$ cat src/rtl/mux_bus_pkg.sv
package mux_bus_pkg;

  typedef enum logic [2:0] {
    ST_IDLE = 3'd0,
    ST_T1   = 3'd1,
    ST_T2   = 3'd2,
    ST_T3   = 3'd3,
    ST_HOLD = 3'd4,
    ST_HALT = 3'd5
  } bus_st_e;

  // true while a machine cycle owns the bus
  function automatic logic in_cycle(input bus_st_e st);
    return (st == ST_T1) || (st == ST_T2) || (st == ST_T3);
  endfunction

  // cycle-type code: read 10, write 01, halt 00, idle/hold 11
  function automatic logic [1:0] status_code(input bus_st_e st, input logic wr);
    if (in_cycle(st)) return wr ? 2'b01 : 2'b10;
    if (st == ST_HALT) return 2'b00;
    return 2'b11;
  endfunction

  // strobe window covers the data states
  function automatic logic data_phase(input bus_st_e st);
    return (st == ST_T2) || (st == ST_T3);
  endfunction

endpackage

$ cat src/rtl/mbs_tstate.sv
module mbs_tstate
  import mux_bus_pkg::*;
#(
  parameter int PH_PER_T = 2,
  localparam int PH_W = (PH_PER_T > 1) ? $clog2(PH_PER_T) : 1
) (
  input  logic            clk,
  input  logic            rst_n,
  input  logic            req_valid,
  input  logic            hold_req,
  input  logic            halt_req,
  output bus_st_e         st,
  output logic [PH_W-1:0] ph,
  output logic            req_ready,
  output logic            accept,
  output logic            cycle_end,
  output logic            early_half
);

  bus_st_e st_nx;
  logic    last_ph;

  assign last_ph    = (ph == PH_W'(PH_PER_T - 1));
  assign req_ready  = rst_n && (st == ST_IDLE) && !hold_req && !halt_req;
  assign accept     = req_ready && req_valid;
  assign cycle_end  = (st == ST_T3) && last_ph;
  assign early_half = (int'(ph) < (PH_PER_T / 2));

  always_comb begin
    st_nx = st;
    unique case (st)
      ST_IDLE: begin
        if (hold_req)       st_nx = ST_HOLD;
        else if (halt_req)  st_nx = ST_HALT;
        else if (req_valid) st_nx = ST_T1;
      end
      ST_T1:   if (last_ph) st_nx = ST_T2;
      ST_T2:   if (last_ph) st_nx = ST_T3;
      ST_T3:   if (last_ph) st_nx = ST_IDLE;
      ST_HOLD: if (!hold_req) st_nx = ST_IDLE;
      ST_HALT: begin
        if (hold_req)       st_nx = ST_HOLD;
        else if (!halt_req) st_nx = ST_IDLE;
      end
      default: st_nx = ST_IDLE;
    endcase
  end

  always_ff @(posedge clk or negedge rst_n) begin
    if (!rst_n) begin
      st <= ST_IDLE;
      ph <= '0;
    end else begin
      st <= st_nx;
      if (st_nx != st || !in_cycle(st)) ph <= '0;
      else                              ph <= ph + PH_W'(1);
    end
  end

endmodule

$ cat src/rtl/mbs_xfer.sv
module mbs_xfer #(
  parameter int AW = 16,
  parameter int DW = 8
) (
  input  logic          clk,
  input  logic          rst_n,
  input  logic          accept,
  input  logic          cycle_end,
  input  logic          req_io,
  input  logic          req_write,
  input  logic [AW-1:0] req_addr,
  input  logic [DW-1:0] req_wdata,
  input  logic [DW-1:0] ad_in,
  output logic          cur_io,
  output logic          cur_wr,
  output logic [AW-1:0] cur_addr,
  output logic [DW-1:0] cur_wdata,
  output logic          rsp_valid,
  output logic [DW-1:0] rsp_rdata
);

  always_ff @(posedge clk or negedge rst_n) begin
    if (!rst_n) begin
      cur_io    <= 1'b0;
      cur_wr    <= 1'b0;
      cur_addr  <= '0;
      cur_wdata <= '0;
    end else if (accept) begin
      cur_io    <= req_io;
      cur_wr    <= req_write;
      cur_addr  <= req_addr;
      cur_wdata <= req_wdata;
    end
  end

  always_ff @(posedge clk or negedge rst_n) begin
    if (!rst_n) begin
      rsp_valid <= 1'b0;
      rsp_rdata <= '0;
    end else begin
      rsp_valid <= cycle_end && !cur_wr;
      if (cycle_end && !cur_wr) rsp_rdata <= ad_in;
    end
  end

endmodule

$ cat src/rtl/mbs_pads.sv
module mbs_pads
  import mux_bus_pkg::*;
#(
  parameter int AW = 16,
  parameter int DW = 8,
  localparam int HW = AW - DW
) (
  input  logic          rst_n,
  input  bus_st_e       st,
  input  logic          early_half,
  input  logic          cur_io,
  input  logic          cur_wr,
  input  logic [AW-1:0] cur_addr,
  input  logic [DW-1:0] cur_wdata,
  output logic          ale,
  output logic [HW-1:0] ahi,
  output logic          ahi_en,
  output logic [DW-1:0] ad_out,
  output logic          ad_oe,
  output logic          iom,
  output logic          s1,
  output logic          s0,
  output logic          rd_n,
  output logic          wr_n,
  output logic          ctl_en,
  output logic          hlda
);

  logic busy;
  logic strobe;

  assign busy     = in_cycle(st);
  assign strobe   = data_phase(st);
  assign ale      = (st == ST_T1) && early_half;
  assign ahi      = cur_addr[AW-1:DW];
  assign ahi_en   = busy;
  assign ad_out   = (st == ST_T1) ? cur_addr[DW-1:0] : cur_wdata;
  assign ad_oe    = (st == ST_T1) || (strobe && cur_wr);
  assign iom      = busy && cur_io;
  assign {s1, s0} = status_code(st, cur_wr);
  assign rd_n     = !(strobe && !cur_wr);
  assign wr_n     = !(strobe && cur_wr);
  assign hlda     = (st == ST_HOLD);
  assign ctl_en   = rst_n && (st != ST_HOLD);

endmodule

$ cat src/rtl/mux_bus_seq.sv
module mux_bus_seq
  import mux_bus_pkg::*;
#(
  parameter int AW       = 16,
  parameter int DW       = 8,
  parameter int PH_PER_T = 2,
  localparam int HW   = AW - DW,
  localparam int PH_W = (PH_PER_T > 1) ? $clog2(PH_PER_T) : 1
) (
  input  logic          clk,
  input  logic          rst_n,
  input  logic          req_valid,
  output logic          req_ready,
  input  logic          req_io,
  input  logic          req_write,
  input  logic [AW-1:0] req_addr,
  input  logic [DW-1:0] req_wdata,
  output logic          rsp_valid,
  output logic [DW-1:0] rsp_rdata,
  input  logic          hold_req,
  output logic          hlda,
  input  logic          halt_req,
  output logic          ale,
  output logic [HW-1:0] ahi,
  output logic          ahi_en,
  output logic [DW-1:0] ad_out,
  output logic          ad_oe,
  input  logic [DW-1:0] ad_in,
  output logic          iom,
  output logic          s1,
  output logic          s0,
  output logic          rd_n,
  output logic          wr_n,
  output logic          ctl_en
);

  bus_st_e          st;
  logic [PH_W-1:0]  ph;
  logic             accept;
  logic             cycle_end;
  logic             early_half;
  logic             cur_io;
  logic             cur_wr;
  logic [AW-1:0]    cur_addr;
  logic [DW-1:0]    cur_wdata;

  mbs_tstate #(.PH_PER_T(PH_PER_T)) u_tstate (
    .clk        (clk),
    .rst_n      (rst_n),
    .req_valid  (req_valid),
    .hold_req   (hold_req),
    .halt_req   (halt_req),
    .st         (st),
    .ph         (ph),
    .req_ready  (req_ready),
    .accept     (accept),
    .cycle_end  (cycle_end),
    .early_half (early_half)
  );

  mbs_xfer #(.AW(AW), .DW(DW)) u_xfer (
    .clk       (clk),
    .rst_n     (rst_n),
    .accept    (accept),
    .cycle_end (cycle_end),
    .req_io    (req_io),
    .req_write (req_write),
    .req_addr  (req_addr),
    .req_wdata (req_wdata),
    .ad_in     (ad_in),
    .cur_io    (cur_io),
    .cur_wr    (cur_wr),
    .cur_addr  (cur_addr),
    .cur_wdata (cur_wdata),
    .rsp_valid (rsp_valid),
    .rsp_rdata (rsp_rdata)
  );

  mbs_pads #(.AW(AW), .DW(DW)) u_pads (
    .rst_n      (rst_n),
    .st         (st),
    .early_half (early_half),
    .cur_io     (cur_io),
    .cur_wr     (cur_wr),
    .cur_addr   (cur_addr),
    .cur_wdata  (cur_wdata),
    .ale        (ale),
    .ahi        (ahi),
    .ahi_en     (ahi_en),
    .ad_out     (ad_out),
    .ad_oe      (ad_oe),
    .iom        (iom),
    .s1         (s1),
    .s0         (s0),
    .rd_n       (rd_n),
    .wr_n       (wr_n),
    .ctl_en     (ctl_en),
    .hlda       (hlda)
  );

endmodule

$ cat config.mk
export PLATFORM = sky130hd
export DESIGN_NAME = mux_bus_seq
export DESIGN_NICKNAME = d
export VERILOG_FILES = /design/src/rtl/mux_bus_pkg.sv /design/src/rtl/mbs_tstate.sv /design/src/rtl/mbs_xfer.sv /design/src/rtl/mbs_pads.sv /design/src/rtl/mux_bus_seq.sv
export SDC_FILE = /design/constraint.sdc
export NUM_CORES = 1
export LEC_CHECK = 0
export CAP_MARGIN = 10
export CORE_MARGIN = 5
export CORE_UTILIZATION = 39
export DETAILED_ROUTE_END_ITERATION = 10
export GPL_TIMING_DRIVEN = 0
export HOLD_SLACK_MARGIN = 0.03
export PLACE_DENSITY = 0.76
export SLEW_MARGIN = 20
export SYNTH_ARGS = -nofsm -noshare
export SYNTH_HDL_FRONTEND = slang
export SYNTH_SLANG_ARGS = --single-unit
$ cat constraint.sdc
create_clock -name clk -period 1.4 [get_ports clk]
set_input_delay 0.21 -clock clk [delete_from_list [all_inputs] [get_ports clk]]
set_output_delay 0.21 -clock clk [all_outputs]
set_load 0.05 [all_outputs]
==> results.tsv <==
metric	value	unit
status	finished, violations left	
failing checks	negative setup slack	
Hold Slack	419.2	ps
CP Capture Type	output port	
CTS Sinks	39	
Pwr Density	2006	nW/µm²
CTS tree	done	
fraction of layout instances using a drive strength above 1	61.00	%
Iter 0 DRT Violations	60	
WP buf/inv	3	
latest clock arrival within the worst-skew pair	300	ps
Antenna Diode Count	0	
final setup fails	54	
clk buf depth	2	
Routed Antenna Nets	0	
fin area	3376	µm²
Initial Util	39.73	%
synth warn	0	
largest net degree at the start of global routing	31	
placed instance area	2775	µm²
nature of the critical path startpoint	flip-flop	
post-synth cell types	28	
Final Hold Vio Count	0	
Die Footprint	6226	µm²
Yosys reg bits	39	
Tot Pwr	6.773	mW
Leak Pwr	1.618	nW
number of cell rows	25	
Final nets	279	
Worst VDD drop	1493	µV
crit share post-route	138.2	%
Detailed Place HPWL	3593	µm
final max-slew violation count	0	
Clock Pin Slew Worst Setup and Hold Paths	80	ps
sequential area share after synthesis	52.70	%
Die Wd	78.91	µm
clock root cell	clkbuf_8	
WL/cell	19.66	µm
fmax	516.7	MHz
HP Class	input port to asynchronous set/reset pin	
Vias/cell	4.993	
antenna violations before repair	0	
Non-Filler Instances	295	
Final Critical Period	1935	ps
fillers	300	
RSZ-0062 raised after global routing	yes	
Slew Limit Headroom	67.57	%
drt drc	0	
crit path cell chain	buf_6 -> nor3b_4 -> buf_6 -> mux2_4 -> buf_8	
Crit path max-delay family	buffers and inverters	
sequential cell area	979.7	µm²
cts bufs inserted	5	
first-pass GRT wire length	8901	µm
Via Count	1473	
port bufs	74	
data arrival time of the worst path	1730	ps
Max Cap Violations	0	
Placed Cells	257	
DRT Pass-1 Iters	4	
grt total ovfl	0	
post-synthesis cell count	128	
Core Util, Final	72.43	%
Crit Path Max Fanout	5	
clock skew	8.260	ps
Core ar.	4661	µm²
gp weighted congestion	0.7641	
Mapped Avg Cell Area	14.47	µm²
Tightest Pin Transition	488.3	ps
IO Count	75	
number of global-route vias before repair	1674	
Worst Setup Path Type	flip-flop to output port	
Die Y	78.91	µm
synthesized cell area	1852	µm²
routed wire length	5801	µm
htree depth	2	
Synth Net Count	167	
Worst EP required	1190	ps
most used cell, CP	buf_6	
CP max-delay cell	dfrtp_1	
Area growth, synth to finish	82.30	%
worst setup margin	-535.3	ps
worst stage delay on the critical path	390	ps
Tot GR Track Use	19.40	%
multi-input logic area	919.6	µm²
## layout make-up
cell class | instances | share of cell area, %
Tap cell | 54 | 2.001
Clock buffer | 8 | 2.965
Inverter | 3 | 0.5560
Buffer | 13 | 4.374
Timing Repair Buffer | 104 | 33.84
Sequential cell | 39 | 29.02
Multi-Input combinational cell | 74 | 27.24
## power breakdown
group	internal, mW	switching (mW)	total (mW)
clock network	0.450	0.400	0.850
registers	1.53	0.288	1.81
logic	1.98	2.12	4.11
total	3.96	2.81	6.77
## flip-flops by register name (all words and copies together) (netlist names)
signal / count
u_xfer.cur_io: 1
u_xfer.rsp_valid: 1
u_tstate.st: 3
u_xfer.rsp_rdata: 8
u_xfer.cur_wr: 1
u_xfer.cur_addr: 16
u_tstate.ph: 1
u_xfer.cur_wdata: 8
## layer usage
layer  vias up  track usage [%]  wire length [µm]
met5         -                0                 0
met1       735            20.70              2090
met3        11            4.649               276
li1        670                -                 -
met4         0            6.701                95
met2        57            37.01              3339
## cell usage after synthesis
cell | instances | share of area, %
clkbuf_1 | 1 | 0.20
nor3_2 | 1 | 0.54
mux2_4 | 20 | 16
a221oi_1 | 1 | 0.47
nor2b_1 | 2 | 0.68
buf_2 | 1 | 0.27
and4_1 | 1 | 0.47
mux2_2 | 22 | 13
o21ai_0 | 3 | 0.81
o31ai_1 | 1 | 0.41
buf_6 | 3 | 1.8
or3b_4 | 1 | 0.61
nor2_1 | 5 | 1.0
nor3b_1 | 1 | 0.41
buf_4 | 8 | 3.2
nand2b_1 | 1 | 0.34
nand2_1 | 3 | 0.61
nand4_4 | 1 | 1.1
nor3_1 | 2 | 0.54
dfrtp_1 | 39 | 53
nand3_1 | 1 | 0.27
and2_1 | 1 | 0.34
nor2_4 | 2 | 1.2
o32ai_1 | 1 | 0.47
a22o_1 | 1 | 0.47
xor2_1 | 1 | 0.47
a21oi_1 | 1 | 0.27
inv_1 | 3 | 0.61
## stage by stage
| step | worst slack, ps | setup TNS, ps |
|---|---|---|
| 6_report | -535.3 | -19410 |
| 4_1_cts | -536.5 | -15090 |
| 3_3_place_gp | -2023 | -97340 |
| 5_1_grt | -590.8 | -21980 |
| 3_5_place_dp | -805.4 | -25780 |
| 2_1_floorplan | -189.1 | -3304 |
## logic make-up (layout without fill, tap and decap cells)
kind of cell	after synthesis	after routing	share of synthesized area, %
AO/OA/AOI/OAI	8	8	2.905
XOR/XNOR	1	1	0.4731
buffers and inverters	16	128	6.148
flip-flops	39	39	52.70
multiplexers	42	42	29.59
AND/OR/NAND/NOR	22	23	8.176
## timing repair
item                       CTS  global route
buffers inserted            19             4
hold buffers                 3             0
setup endpoints to repair   70            60
resized for setup          206            18
cloned                       4             0
hold endpoints to repair     9             0
pin swaps                    7             4
## final timing paths
| kind | startpoint | to | slack (ps) | depth (start not counted) |
|---|---|---|---|---|
| max | u_tstate.st[1] | ad_out[2] | -540 | 5 |
| min | rst_n | u_xfer.rsp_valid | 420 | 2 |
| max reg2reg | u_tstate.st[1] | u_xfer.cur_addr[8] | -430 | 8 |
| min reg2reg | u_xfer.rsp_rdata[6] | u_xfer.rsp_rdata[6] | 520 | 1 |
| max in group asynchronous | rst_n | u_xfer.cur_wr | 600 | 4 |
| min in group clk | u_xfer.rsp_rdata[6] | u_xfer.rsp_rdata[6] | 520 | 1 |
## placed cells by master, fill, tap and decap left out, drive strengths merged
cell type and instances:
nand4 1, mux2 42, and4 1, a21oi 1, inv 3, clkdlybuf4s50 37
a221oi 1, clkdlybuf4s15 12, nor2 8, dlygate4sd2 1, nor3b 1, or3b 1
nor3 3, buf 60, nor2b 2, dfrtp 39, nand2 3, dlygate4sd3 2
xor2 1, o21ai 3, nand3 1, o32ai 1, a22o 1, clkbuf 13
nand2b 1, and2 1, o31ai 1
Note: power is estimated with default switching activity, not from simulation.
